--- src/rtl/evt_swtrig_pkg.sv ---
package evt_swtrig_pkg;
  localparam int unsigned N_LINES = 17;
  localparam int unsigned BUS_DW  = 32;
  typedef logic [N_LINES-1:0] line_vec_t;
endpackage

--- src/rtl/evt_swtrig_gate.sv ---
module evt_swtrig_gate #(
  parameter int unsigned N  = 17,
  parameter int unsigned DW = 32
) (
  input  logic          wr_en_i,
  input  logic [DW-1:0] wdata_i,
  input  logic          sec_i,
  input  logic          priv_i,
  input  logic [N-1:0]  sec_cfg_i,
  input  logic [N-1:0]  priv_cfg_i,
  output logic [N-1:0]  accept_o
);
  logic unused_rsvd;
  assign unused_rsvd = ^wdata_i[DW-1:N];

  for (genvar i = 0; i < N; i++) begin : g_line
    logic sec_ok, priv_ok;
    assign sec_ok      = sec_i  | ~sec_cfg_i[i];
    assign priv_ok     = priv_i | ~priv_cfg_i[i];
    assign accept_o[i] = wr_en_i & wdata_i[i] & sec_ok & priv_ok;
  end
endmodule

--- src/rtl/evt_swtrig_pulse.sv ---
module evt_swtrig_pulse #(
  parameter int unsigned N = 17
) (
  input  logic         clk_i,
  input  logic         rst_ni,
  input  logic [N-1:0] accept_i,
  output logic [N-1:0] pulse_o
);
  // trigger bits self-clear: register holds only this cycle's accepts
  always_ff @(posedge clk_i or negedge rst_ni) begin
    if (!rst_ni) pulse_o <= '0;
    else         pulse_o <= accept_i;
  end
endmodule

--- src/rtl/evt_swtrig_pend.sv ---
module evt_swtrig_pend #(
  parameter int unsigned N = 17
) (
  input  logic         clk_i,
  input  logic         rst_ni,
  input  logic [N-1:0] sw_pulse_i,
  input  logic [N-1:0] hw_evt_i,
  input  logic [N-1:0] rise_en_i,
  input  logic [N-1:0] fall_en_i,
  input  logic [N-1:0] clr_i,
  output logic [N-1:0] pend_o
);
  logic [N-1:0] hw_q, set;

  always_ff @(posedge clk_i or negedge rst_ni) begin
    if (!rst_ni) hw_q <= '0;
    else         hw_q <= hw_evt_i;
  end

  for (genvar i = 0; i < N; i++) begin : g_line
    logic rise, fall;
    assign rise   = hw_evt_i[i] & ~hw_q[i] & rise_en_i[i];
    assign fall   = ~hw_evt_i[i] & hw_q[i] & fall_en_i[i];
    assign set[i] = sw_pulse_i[i] | rise | fall;

    // set wins over clear
    always_ff @(posedge clk_i or negedge rst_ni) begin
      if (!rst_ni)     pend_o[i] <= 1'b0;
      else if (set[i]) pend_o[i] <= 1'b1;
      else if (clr_i[i]) pend_o[i] <= 1'b0;
    end


    pend_hold_chk: assert property (@(posedge clk_i) disable iff (!rst_ni)
      (pend_o[i] && !clr_i[i]) |=> pend_o[i]);

    pend_clr_chk: assert property (@(posedge clk_i) disable iff (!rst_ni)
      (clr_i[i] && !sw_pulse_i[i] && !rise_en_i[i] && !fall_en_i[i]) |=> !pend_o[i]);

    pend_sw_chk: assert property (@(posedge clk_i) disable iff (!rst_ni)
      sw_pulse_i[i] |=> pend_o[i]);
  end
endmodule

--- src/rtl/evt_swtrig.sv ---
module evt_swtrig
  import evt_swtrig_pkg::*;
(
  input  logic              clk_i,
  input  logic              rst_ni,
  input  logic              sel_i,
  input  logic              we_i,
  input  logic [BUS_DW-1:0] wdata_i,
  input  logic              sec_i,
  input  logic              priv_i,
  output logic [BUS_DW-1:0] rdata_o,
  input  line_vec_t         sec_cfg_i,
  input  line_vec_t         priv_cfg_i,
  input  line_vec_t         hw_evt_i,
  input  line_vec_t         rise_en_i,
  input  line_vec_t         fall_en_i,
  input  line_vec_t         pend_clr_i,
  output line_vec_t         swi_pulse_o,
  output line_vec_t         pend_o
);
  line_vec_t accept;

  // reads never expose trigger or pending state
  assign rdata_o = '0;

  evt_swtrig_gate #(.N(N_LINES), .DW(BUS_DW)) u_gate (
    .wr_en_i    (sel_i & we_i),
    .wdata_i    (wdata_i),
    .sec_i      (sec_i),
    .priv_i     (priv_i),
    .sec_cfg_i  (sec_cfg_i),
    .priv_cfg_i (priv_cfg_i),
    .accept_o   (accept)
  );

  evt_swtrig_pulse #(.N(N_LINES)) u_pulse (
    .clk_i    (clk_i),
    .rst_ni   (rst_ni),
    .accept_i (accept),
    .pulse_o  (swi_pulse_o)
  );

  evt_swtrig_pend #(.N(N_LINES)) u_pend (
    .clk_i      (clk_i),
    .rst_ni     (rst_ni),
    .sw_pulse_i (swi_pulse_o),
    .hw_evt_i   (hw_evt_i),
    .rise_en_i  (rise_en_i),
    .fall_en_i  (fall_en_i),
    .clr_i      (pend_clr_i),
    .pend_o     (pend_o)
  );

  for (genvar i = 0; i < N_LINES; i++) begin : g_chk

    pulse_src_chk: assert property (@(posedge clk_i) disable iff (!rst_ni)
      swi_pulse_o[i] |-> $past(sel_i && we_i && wdata_i[i]));

    sec_gate_chk: assert property (@(posedge clk_i) disable iff (!rst_ni)
      swi_pulse_o[i] |-> $past(sec_i || !sec_cfg_i[i]));

    priv_gate_chk: assert property (@(posedge clk_i) disable iff (!rst_ni)
      swi_pulse_o[i] |-> $past(priv_i || !priv_cfg_i[i]));
  end
endmodule

--- config.mk ---
export PLATFORM = sky130hd
export DESIGN_NAME = evt_swtrig
export DESIGN_NICKNAME = d
export VERILOG_FILES = /design/src/rtl/evt_swtrig_pkg.sv /design/src/rtl/evt_swtrig_gate.sv /design/src/rtl/evt_swtrig_pulse.sv /design/src/rtl/evt_swtrig_pend.sv /design/src/rtl/evt_swtrig.sv
export SDC_FILE = /design/constraint.sdc
export NUM_CORES = 1
export LEC_CHECK = 0
export BUFFER_PORTS_ARGS = -buffer_cell sky130_fd_sc_hd__buf_4
export CAP_MARGIN = 20
export CORE_MARGIN = 3
export CORE_UTILIZATION = 42
export DETAILED_ROUTE_END_ITERATION = 12
export PLACE_DENSITY_LB_ADDON = 0.3
export SLEW_MARGIN = 40
export SYNTH_ARGS = -nofsm -noshare
export SYNTH_HDL_FRONTEND = slang
export SYNTH_SLANG_ARGS = --single-unit
--- constraint.sdc ---
create_clock -name clk_i -period 1 [get_ports clk_i]
set_input_delay 0.2 -clock clk_i [delete_from_list [all_inputs] [get_ports clk_i]]
set_output_delay 0.2 -clock clk_i [all_outputs]
set_load 0.01 [all_outputs]
==> results of run 1 <==
-- per-stage QoR --
stage / hold slack (ps) / cell area [µm²] / utilization [%]
after floorplan: -95.6 / 2580 / -
after global placement: 98.3 / 3580 / 64.2
after detailed placement: 102 / 3580 / 64.2
after CTS: 6.43 / 3860 / 69.2
after global routing: 0.409 / 3960 / 71.0
final: 19.5 / 3960 / 71.0
-- where the power goes --
part	internal, mW	switching [mW]
logic	0.733	0.414
clock network	0.490	0.650
registers	2.21	0.0992
-- sequential cells by signal, indices dropped and copies added, names as in the netlist --
register	cells
u_pend.pend_o	17
u_pend.hw_q	17
u_pulse.pulse_o	17
-- final cells by class --
cell class | instances | share of cell area, %
Clock inverter | 2 | 0.316
Clock buffer | 6 | 1.83
Inverter | 17 | 1.61
Multi-Input combinational cell | 135 | 23.7
Sequential cell | 51 | 32.2
Tap cell | 72 | 2.28
Timing Repair Buffer | 180 | 38.1
-- what timing repair did --
action | 4_1_cts | 5_1_grt
hold buffers | 1 | 5
endpoints found under the setup margin | 34 | 34
cloned | 0 | 0
setup buffers | 7 | 7
hold endpoints to repair | 18 | 5
resized for setup | 34 | 0
-- cell families (layout without fill, tap and decap cells) --
group / after synthesis / in the layout / synth area share, %
other: 1 / 32 / 0.152
and+or+nand+nor: 86 / 86 / 25.4
buffers and inverters: 54 / 205 / 14.8
DFF: 51 / 51 / 51.9
AOI/OAI and AO/OA: 17 / 17 / 7.78
-- layer usage --
layer	track usage (%)	routed length (µm)	vias to the layer above
met5	0	0	-
met4	6.37	92	0
li1	-	-	1026
met3	5.42	730	9
met1	20.6	2360	1014
met2	37.8	3800	111
-- cells in the final DEF (no fill, tap or decap) --
cell type	n
sky130_fd_sc_hd__buf_4	139
sky130_fd_sc_hd__clkbuf_8	5
sky130_fd_sc_hd__inv_1	17
sky130_fd_sc_hd__clkinvlp_4	1
sky130_fd_sc_hd__buf_12	1
sky130_fd_sc_hd__buf_6	34
sky130_fd_sc_hd__o2111a_1	17
sky130_fd_sc_hd__dlygate4sd3_1	6
sky130_fd_sc_hd__clkbuf_1	1
sky130_fd_sc_hd__nand2b_1	34
sky130_fd_sc_hd__clkinv_2	1
sky130_fd_sc_hd__dfrtp_1	51
sky130_fd_sc_hd__nand4b_1	17
sky130_fd_sc_hd__and2_4	1
sky130_fd_sc_hd__conb_1	32
sky130_fd_sc_hd__nand3b_1	34
-- worst max-delay path by stage --
stage                             startpoint                             to  slack, ps
6_report       u_pulse.pulse_o[14]$_DFF_PN0_                swi_pulse_o[14]        -60
5_1_grt        u_pulse.pulse_o[14]$_DFF_PN0_                swi_pulse_o[14]       -100
4_1_cts        u_pulse.pulse_o[14]$_DFF_PN0_                swi_pulse_o[14]        -70
3_5_place_dp                           sel_i   u_pulse.pulse_o[9]$_DFF_PN0_        130
3_3_place_gp                           sel_i  u_pulse.pulse_o[14]$_DFF_PN0_        160
2_1_floorplan                          sel_i  u_pulse.pulse_o[15]$_DFF_PN0_        180
==> results.md, run 1 <==
Setup path:
- The critical path capture point type is a primary output.
- The critical path startpoint category is a flop.
- The worst endpoint data arrival time is 860 ps.
- The kind of cell with the highest combined delay on the critical path is flip-flops.
- The category of the most critical setup path is reg -> out.
- The worst register-to-register path ends at u_pend.pend_o[15]$_DFFE_PN0P_.
- The startpoint of the most critical register-to-register path is u_pend.pend_o[15]$_DFFE_PN0P_.
- The critical path goes through buf_6.
- Counting both buffers and inverters, the worst setup path holds a total of 1.
- For the worst setup path, the data required time is 800 ps.
- The reg-to-reg setup timing slack is 80 ps.
- The number of cells on the critical path is 1.
- The maximum single-stage delay on the critical path is 430 ps.
- The slowest stage of the critical path is the sky130_fd_sc_hd__dfrtp_1 cell.
- The number of cells on the worst reg-to-reg path is 4.
- Along the worst path, the maximum fanout reaches 2.

Hold path:
- Counting instances, the worst hold path has a depth of 1.
- The worst hold path terminates at u_pend.hw_q[13]$_DFF_PN0_.
- The worst hold path begins at hw_evt_i[13].
- The classification of the worst-slack hold path is in -> reg.

Clocking:
- The clock slew seen by the registers of the worst setup and hold paths is 90 ps.
- The CTS tree is yes.
- The clock passes through at most 2 buffers.
- The clock sink count is 51.
- The root buffer selected by CTS is sky130_fd_sc_hd__clkbuf_8.
- The depth of the CTS H-tree is 2.
- The clock latency reported for the late side of the worst-skew pair is 290 ps.
- The number of clock buffers added by TritonCTS is 5.

GRT:
- After global routing the overflow that remains totals 0.
- Entering global routing, the biggest net connects 26 pins.
- The global-route wire length before repair is 9.91 mm.
- The initial antenna violation count is 0.
- The via count of the first global-routing pass came to 2130.
- The aggregate global-route resource usage is 19.7%.

Placed design:
- At the end of routability-driven placement, the weighted congestion stood at 0.765.
- OpenSTA, run right after detailed placement, puts the worst setup slack at 134 ps.
- The number of cells after detailed placement is 435.
- The count of buffers added on input and output ports is 158.
- After legalization and detailed placement, the total HPWL measured 5.42 mm.

Routing:
- The count of TritonRoute iterations in the first routing pass is 4.
- The initial detailed-routing violation count is 40.
- The routed wirelength normalized by instance count is 15.1 µm.
- In the routed layout, each cell is associated on average with a via count of 4.67.
- The detailed-route DRC error count is 0.
- Summing over every cut layer, the via total after detailed routing is 2160.
- Summed over all layers, the routed wires come to 6.98 mm.
- Once detail routing completed, the nets flagged for antenna violations numbered 0.

Logic synthesis:
- The post-synthesis instance area is 2460 µm².
- After synthesis, flip-flops and latches occupy 51.9% of the total area.
- The library cell with the largest summed area after synthesis is sky130_fd_sc_hd__dfrtp_1.
- The number of warning messages in the yosys log is 0.
- By area the synthesized netlist is led by sky130_fd_sc_hd__dfrtp_1, sky130_fd_sc_hd__nand3b_1, sky130_fd_sc_hd__buf_4.
- By instance count, the leading cell after synthesis is sky130_fd_sc_hd__dfrtp_1.
- The post-synthesis register bit count is 51.
- The number of standard cells after synthesis is 209.
- In the synthesized netlist the dominant register cell turns out to be sky130_fd_sc_hd__dfrtp_1.
- In the synthesized netlist, the cells that appear most often are sky130_fd_sc_hd__dfrtp_1, sky130_fd_sc_hd__nand2b_1, sky130_fd_sc_hd__nand3b_1.
- A synthesized cell averages 11.8 µm².
- In this run the biggest area consumer among cell types represents 51.9% of the synthesized area.
- Yosys mapped the design onto 13 distinct sky130hd cell types.
- In this run, synthesis inferred 0 flip-flops with an integrated enable.
- Of all flip-flops after synthesis, the portion carrying an async set or reset was 100%.

Run status:
- The final reports fail on negative setup slack.
- The flow ran to the end, but the final reports show violations.

STA:
- The final worst clock skew is 3.79 ps.
- Based on the critical path, the design can be clocked at up to 0.940 GHz.
- Setup violations remaining at the end of the flow were counted as 34.
- The accumulated negative setup slack is -848 ps.
- The count of pins over their slew limit was 0.
- Setup repair after global routing could not meet its margin everywhere.
- Once routing completed, OpenROAD measured the worst setup slack at -63.9 ps.
- Subtracting the final worst setup slack from the clock period gives 1060 ps.
- After layout, the worst path uses 106% of the clock period.
- The final hold violation count is 0.

Pwr:
- Dividing total power by cell area gives a power density of 1160 nW/µm².
- Summed over all cells, the static leakage comes to 2.03 nW.
- The worst IR drop on VDD is 0.000618 V.
- The post-layout total power is 4.59 mW.

Die:
- The boundary pin count is 206.
- The die covers 6810 µm².
- For this configuration, the core starts out at a cell density of 44.1%.
- The floorplan has 27 rows.
- The floorplan step set the die width to 82.5 µm.
- The total area inside the core boundary comes to 5570 µm².
- The vertical die dimension is 82.5 µm.

Layout:
- 0 antenna diodes ended up in the layout.
- In the final layout, flip-flops and latches occupy 1280 µm².
- The number of cells in the finished layout apart from fillers is 463.
- The filler cell count is 434.
- The total number of nets in the final design is 530.
- Compared with the post-synthesis result, the final layout area differs by 60.9%.
- The area of the multi-input gates is 937 µm².
- Cells with a size suffix above 1 make up 46.5% of the layout.

Run:
- The total of max-cap violations is 0.
Note: power is estimated with default switching activity, not from simulation.
==> inputs of run 2 (changes only) <==
CORE_UTILIZATION = 41   (was 42)
SLEW_MARGIN = 20   (was 40)
SYNTH_HIERARCHICAL = 1   (was unset)
==> results.md, run 2 <==
Clocking:
- The CTS tree is yes.
- The clock latency reported for the late side of the worst-skew pair is 290 ps (about the same).
- The clock sink count is 51 (unchanged).
- CTS placed an instance of sky130_fd_sc_hd__clkbuf_8 at the clock tree root.
- The clock tree buffer depth is 2 (unchanged).
- The depth of the CTS H-tree is 2 (unchanged).
- The clock slew seen by the registers of the worst setup and hold paths is 90 ps (about the same).
- The number of buffers created by CTS is 5 (unchanged).

Die:
- The full die area is 6730 µm² (-1.2%).
- The vertical die dimension is 82.0 µm (-0.59%).
- The boundary pin count is 206 (unchanged).
- The initial core utilization came to 42.8% (-1.3 points).
- The site row count is 27 (unchanged).
- The chip width is 82.0 µm (-0.59%).
- The area of the core region was 5540 µm² (-0.61%).

Routing:
- The count of TritonRoute iterations in the first routing pass was 4 (unchanged).
- The via density per instance is 4.71 (+0.93%).
- The routed wirelength normalized by instance count was 15.4 µm (+2.4%).
- The initial detailed-routing violation count is 73 (+83%).
- The post-route antenna net violation count is 0 (unchanged).
- The total wire length after detailed routing is 6.78 mm (-2.9%).
- The detailed-route DRC error count is 0 (unchanged).
- The total via count in the routed design is 2067 (-4.3%).

GRT:
- The maximum number of pins on one net before global-route repair is 52 (+100%).
- The initial antenna violation count is 0 (unchanged).
- The residual overflow from global routing is 0 (unchanged).
- The aggregate global-route resource usage is 17.9% (-1.8 points).
- The global-route wire length before repair was 9.16 mm (-7.5%).
- The via count of the first global-routing pass is 1963 (-7.8%).

Logic synthesis:
- The cell with the most instances after synthesis is sky130_fd_sc_hd__dfrtp_1.
- By area the synthesized netlist is led by sky130_fd_sc_hd__dfrtp_1, sky130_fd_sc_hd__nand3b_1, sky130_fd_sc_hd__buf_4.
- The main flop type after synthesis is sky130_fd_sc_hd__dfrtp_1.
- The biggest area contributor in the post-synthesis netlist is sky130_fd_sc_hd__dfrtp_1.
- The portion of synthesized cell area occupied by the leading cell type came to 53.8% (+1.9 points).
- The number of standard cells after synthesis is 193 (-7.7%).
- The post-synthesis instance area came to 2370 µm² (-3.6%).
- The async set-or-reset flop fraction in the synthesized netlist came to 100% (unchanged).
- The number of warning messages in the yosys log is 6 (+6).
- The distinct cell type count after synthesis is 12 (-1).
- The commonest cells after synthesis are sky130_fd_sc_hd__dfrtp_1, sky130_fd_sc_hd__nand3b_1, sky130_fd_sc_hd__buf_4.
- The number of flops mapped to enable cells by yosys is 0 (unchanged).
- The post-synthesis register bit count is 51 (unchanged).
- The mean instance size in the synthesized netlist is 12.3 µm² (+4.4%).
- The part of the Yosys area used for sequential elements came to 53.8% (+1.9 points).

Layout:
- In the layout the commonest cells are sky130_fd_sc_hd__buf_4, sky130_fd_sc_hd__dfrtp_1, sky130_fd_sc_hd__buf_6, sky130_fd_sc_hd__nand3b_1, sky130_fd_sc_hd__conb_1.
- In the final layout, the registers with the most flip-flops are u_pend/hw_q (17), u_pend/pend_o (17), u_pulse/pulse_o (17).
- The commonest non-fill, non-tap cell in the layout is sky130_fd_sc_hd__buf_4.
- The number of cells in the finished layout apart from fillers is 439 (-5.2%).
- The core utilization of the finished layout is 69.1% (-2.0 points).
- The share of final-layout standard cells stronger than drive strength 1 came to 52.0% (+5.5 points).
- The area overhead of the layout relative to synthesis is 61.4%.
- The final antenna diode count was 0 (unchanged).
- The final design instance area without fill is 3830 µm² (-3.4%).
- The total number of nets in the final design is 507 (-4.3%).

Placed design:
- The number of cells after detailed placement is 420 (-3.4%).
- The placer congestion estimate is 0.755 (-1.4%).
- The setup slack at placement is 19.7 ps (-114 ps).
- The port buffer count is 158 (unchanged).
- The post-detailed-placement cell area came to 3520 µm² (-1.7%).
- The HPWL reported at the end of detailed placement was 5.22 mm (-3.7%).

STA:
- The count of pins over their slew limit is 0 (unchanged).
- The final worst clock skew is 3.43 ps (-0.364 ps).
- The setup-violating endpoint count in the final report is 31 (-8.8%).
- The worst hold slack across all endpoints came to 26.5 ps (+7.05 ps).
- The accumulated negative setup slack is -450 ps (+398 ps).
- The portion of the clock cycle consumed by the worst path in the final layout came to 105% (-1.5 points).
- The final hold violation count came to 0 (unchanged).
- Setup repair after global routing could not meet its margin everywhere.
- The final critical delay including setup and external delays is 1050 ps (-15.4 ps).
- The highest clock rate was 0.954 GHz (+1.5%).
- The setup slack of the critical path after layout came to -48.4 ps (+15.4 ps).

Setup path:
- The worst endpoint data arrival time is 850 ps (about the same).
- The count of buffer and inverter cells on the critical path is 1 (unchanged).
- The critical path capture point type is a primary output.
- The signal on the critical path passes through buf_6.
- The maximum single-stage delay on the critical path was 420 ps (about the same).
- The worst setup path is of the reg -> out kind.
- The maximum net fanout on the critical path is 2 (unchanged).
- The required arrival time at the worst endpoint is 800 ps (about the same).
- The kind of cell with the highest combined delay on the critical path is flip-flops.
- The cell with the largest stage delay on the worst path is sky130_fd_sc_hd__dfrtp_1.
- The worst setup path is launched from a flop.

Pwr:
- The post-layout total power came to 4.59 mW (about the same).
- The worst IR drop on VDD is 0.000631 V (+2.1%).
- The leakage dissipation is 1.90 nW (-6.6%).
- The total power per unit cell area is 1200 nW/µm² (+3.6%).

Run status:
- The run finished, with violations left.
- The final reports fail on negative setup slack.

Run:
- The total of max-cap violations is 0 (unchanged).

Hold path:
- The classification of the worst-slack hold path is in -> reg.
==> run 2: cell types whose count changed after synthesis, moves of 2 or more <==
cell / previous run / this run
sky130_fd_sc_hd__a221oi_1: 0 / 6
sky130_fd_sc_hd__o2111a_1: 17 / 0
sky130_fd_sc_hd__nand2b_1: 34 / 17
sky130_fd_sc_hd__inv_1: 17 / 0
sky130_fd_sc_hd__buf_6: 1 / 4
sky130_fd_sc_hd__inv_2: 0 / 2
sky130_fd_sc_hd__nand2_1: 0 / 17
sky130_fd_sc_hd__a221oi_2: 0 / 11
==> run 2: layer usage <==
| metal | track usage, % | part of all wire, % |
|---|---|---|
| met1 | 19.9 | 35 |
| met2 | 35.6 | 58 |
| met3 | 2.30 | 6.8 |
| met4 | 3.99 | 0.71 |
| met5 | 0 | 0 |
==> run 2: area by class of cell <==
type | count | area [µm²]
Tap cell | 72 | 90.1
Sequential cell | 51 | 1280
Timing Repair Buffer | 172 | 1450
Clock buffer | 6 | 82.6
Inverter | 2 | 7.51
Multi-Input combinational cell | 135 | 918
Clock inverter | 1 | 5.00
Fill cell | 439 | 1710
==> run 2: repair_timing <==
item                                   in CTS  in global routing
buffers inserted                            5                  6
gates cloned                                0                  0
endpoints found under the hold margin      51                  0
hold buffers                                1                  0
gates resized for setup                    34                  0
setup endpoints to repair                  34                 34
==> run 2: final timing paths <==
check / start / endpoint / slack, ps / depth (start not counted)
max reg2reg: u_pulse/pulse_o[16]$_DFF_PN0_ / u_pend/pend_o[16]$_DFFE_PN0P_ / 170 / 2
max in group asynchronous: rst_ni / u_pend/hw_q[8]$_DFF_PN0_ / 310 / 3
max: u_pulse/pulse_o[12]$_DFF_PN0_ / swi_pulse_o[12] / -50 / 1
min reg2reg: u_pulse/pulse_o[0]$_DFF_PN0_ / u_pend/pend_o[0]$_DFFE_PN0P_ / 500 / 1
min: hw_evt_i[9] / u_pend/hw_q[9]$_DFF_PN0_ / 30 / 1
min in group asynchronous: rst_ni / u_pend/pend_o[11]$_DFFE_PN0P_ / 430 / 3
==> run 2: report_power, final <==
part           total, mW  internal, mW  switching [mW]  leakage [nW]
Clock               1.18         0.545           0.637        0.0470
Sequential          2.30          2.20          0.0929         0.634
Combinational       1.11         0.691           0.423          1.22
==> run 2: kinds of logic (layout without fill, tap and decap cells) <==
| kind of cell | count (synthesis) | after routing | synth area share, % |
|---|---|---|---|
| AOI/OAI and AO/OA | 17 | 17 | 9.18 |
| buffers and inverters | 38 | 181 | 12.3 |
| DFF | 51 | 51 | 53.8 |
| other | 1 | 32 | 0.158 |
| and+or+nand+nor | 86 | 86 | 24.5 |
==> inputs of run 3 (changes only) <==
CORE_UTILIZATION = 39   (was 41)
SYNTH_HIERARCHICAL = unset   (was 1)
clock period = 1.2 ns   (was 1 ns; I/O delays follow)
==> results.md, run 3 (synthesized netlist as in run 1, its figures left out) <==
STA:
- Timing would allow up to 0.921 GHz.
- The final hold violation count was 0 (unchanged).
- Of the available clock period, the critical path in the final layout requires 90.5%.
- The accumulated negative setup slack is 0 ps (+450 ps).
- The final worst clock skew is 4.51 ps (+1.08 ps).
- Setup repair after global routing left no endpoint under its margin.
- The setup-violating endpoint count in the final report came to 0 (-100%).
- The worst path in the final design needs a cycle of 1090 ps, including I/O delays and setup.
- The count of pins over their slew limit came to 0 (unchanged).

Routing:
- The via density per instance was 4.65 (-1.2%).
- The total wire length after detailed routing was 6.64 mm (-2.0%).
- The routed wirelength normalized by instance count came to 15.0 µm (-3.1%).
- The count of TritonRoute iterations in the first routing pass is 4 (unchanged).
- The detailed-route DRC error count came to 0 (unchanged).
- The post-route antenna net violation count is 0 (unchanged).
- The initial detailed-routing violation count is 60 (-18%).
- The total via count in the routed design is 2066 (-0.048%).

Setup path:
- The category of the most critical setup path is reg -> out.
- The end of the worst register-to-register path is u_pend.pend_o[15]$_DFFE_PN0P_.
- The startpoint of the most critical register-to-register path is u_pend.hw_q[15]$_DFF_PN0_.
- The maximum net fanout on the critical path is 2 (unchanged).
- The number of cells on the critical path is 1 (unchanged).
- The critical path capture point type is a primary output.
- The end point of the critical path is pend_o[13].
- The kind of cell with the highest combined delay on the critical path is flip-flops.
- The worst endpoint data arrival time is 850 ps (about the same).
- The count of buffer and inverter cells on the critical path was 1 (unchanged).
- The reg-to-reg setup timing slack was 470 ps (+300 ps).
- The critical path startpoint category is a flop.
- Tracing the worst setup path back leads to its startpoint at u_pend.pend_o[13]$_DFFE_PN0P_.
- The maximum single-stage delay on the critical path came to 400 ps (-20 ps).
- Traced cell by cell, the critical path runs through buf_4.
- The worst-case reg-to-reg path depth is 2 (unchanged).
- The required arrival time at the worst endpoint came to 960 ps (+160 ps).
- The cell with the largest stage delay on the worst path is sky130_fd_sc_hd__dfrtp_1.

Clocking:
- The number of post-CTS setup repair buffers is 0 (-5).
- The clock latency reported for the late side of the worst-skew pair is 290 ps (about the same).
- The number of gates resized after cts is 0 (-100%).
- The depth of the CTS H-tree is 2 (unchanged).
- The CTS tree is yes.
- The clock tree buffer depth is 2 (unchanged).
- The cell sitting at the root of the clock tree is a sky130_fd_sc_hd__clkbuf_8.
- The hold buffer count at CTS is 1 (unchanged).
- The clock slew seen by the registers of the worst setup and hold paths is 90 ps (about the same).
- The number of buffers created by CTS was 5 (unchanged).
- The clock sink count is 51 (unchanged).

GRT:
- The global-route wire length before repair came to 10.3 mm (+12%).
- The via count of the first global-routing pass is 2165 (+10%).
- The maximum number of pins on one net before global-route repair is 33 (-37%).
- The aggregate global-route resource usage was 18.2% (+0.25 points).
- The initial antenna violation count was 0 (unchanged).
- The residual overflow from global routing is 0 (unchanged).

Layout:
- The filler cell count came to 538 (+23%).
- The final antenna diode count came to 0 (unchanged).
- The core utilization of the finished layout is 60.7% (-8.3 points).
- Leaving out fill and tap cells, the most frequent cells in the layout are sky130_fd_sc_hd__buf_4, sky130_fd_sc_hd__dfrtp_1, sky130_fd_sc_hd__nand2b_1, sky130_fd_sc_hd__nand3b_1, sky130_fd_sc_hd__conb_1.
- The number of cells in the finished layout apart from fillers is 444 (+1.1%).
- The total number of nets in the final design is 510 (+0.59%).
- From synthesis to final layout, the design area changed by 48.8%.
- Leaving out fill and tap cells, the most frequent cell in the layout is sky130_fd_sc_hd__buf_4.
- The share of final-layout standard cells stronger than drive strength 1 is 44.7% (-7.3 points).
- In the final layout, the registers with the most flip-flops are u_pend.hw_q (17), u_pend.pend_o (17), u_pulse.pulse_o (17).

Pwr:
- The worst IR drop on VDD is 0.000487 V (-23%).
- The leakage dissipation was 1.90 nW (about the same).
- The total power per unit cell area came to 986 nW/µm² (-18%).
- The post-layout total power was 3.61 mW (-21%).

Die:
- The full die area is 7300 µm² (+8.4%).
- The chip width is 85.4 µm (+4.1%).
- The area of the core region is 6030 µm² (+8.8%).
- The vertical die dimension is 85.4 µm (+4.1%).
- The initial core utilization is 40.8% (-2.0 points).
- The site row count was 28 (+3.7%).
- The boundary pin count was 206 (unchanged).

Run:
- The total of max-cap violations is 0 (unchanged).

Placed design:
- The port buffer count was 158 (unchanged).
- The HPWL reported at the end of detailed placement came to 5.36 mm (+2.7%).
- The number of cells after detailed placement is 437 (+4.0%).
- The placer congestion estimate is 0.727 (-3.7%).

Hold path:
- The number of cells on the worst hold path is 1 (unchanged).
- The min-delay analysis places its worst path in the category in -> reg.

Run status:
- The flow ran to the end, and the final reports show no timing, DRC or antenna violations.
[run 3: cell count changes in the layout (fill, tap and decap cells not counted), sizes merged]
| cell | previous run | this run |
|---|---|---|
| a221oi | 17 | 0 |
| buf | 171 | 159 |
| clkinv | 1 | 0 |
| inv | 2 | 17 |
| nand2 | 17 | 0 |
| nand2b | 17 | 34 |
| o2111a | 0 | 17 |
[run 3: layout make-up]
type,count,area [µm²],area share (%)
sequential,51,1280,34.9
timing repair buffer,160,1220,33.2
multi-input combinational,135,937,25.6
tap,75,93.8,2.56
clock buffer,6,72.6,1.98
inverter,17,63.8,1.74
[run 3: power breakdown]
part / leakage (nW) / internal [mW] / switching (mW) / total, mW
logic: 1.23 / 0.483 / 0.320 / 0.802
registers: 0.634 / 1.84 / 0.0629 / 1.90
clock network: 0.0371 / 0.390 / 0.518 / 0.908
[run 3: worst min path at each step]
stage	start	endpoint	slack (ps)
6_report	hw_evt_i[3]	u_pend.hw_q[3]$_DFF_PN0_	60
5_1_grt	hw_evt_i[9]	u_pend.hw_q[9]$_DFF_PN0_	40
4_1_cts	hw_evt_i[9]	u_pend.hw_q[9]$_DFF_PN0_	50
3_5_place_dp	rst_ni	u_pend.hw_q[14]$_DFF_PN0_	140
3_3_place_gp	rst_ni	u_pend.hw_q[1]$_DFF_PN0_	140
2_1_floorplan	rst_ni	u_pend.hw_q[0]$_DFF_PN0_	-60
[run 3: per-stage QoR]
step / setup slack (ps) / area [µm²] / hold slack [ps]
6_report: 114 / 3660 / 58.3
3_5_place_dp: 297 / 3580 / 141
5_1_grt: 70.3 / 3660 / 41.3
3_3_place_gp: 318 / 3580 / 138
2_1_floorplan: 336 / 2580 / -55.6
4_1_cts: 102 / 3660 / 48.3
[run 3: metal layers]
metal / track usage, % / vias to the layer above / part of all wire [%]
met5: 0 / - / 0
met1: 20.3 / 967 / 35
met3: 4.66 / 11 / 8.4
met2: 33.2 / 103 / 54
met4: 6.33 / 0 / 2.2
li1: - / 985 / -
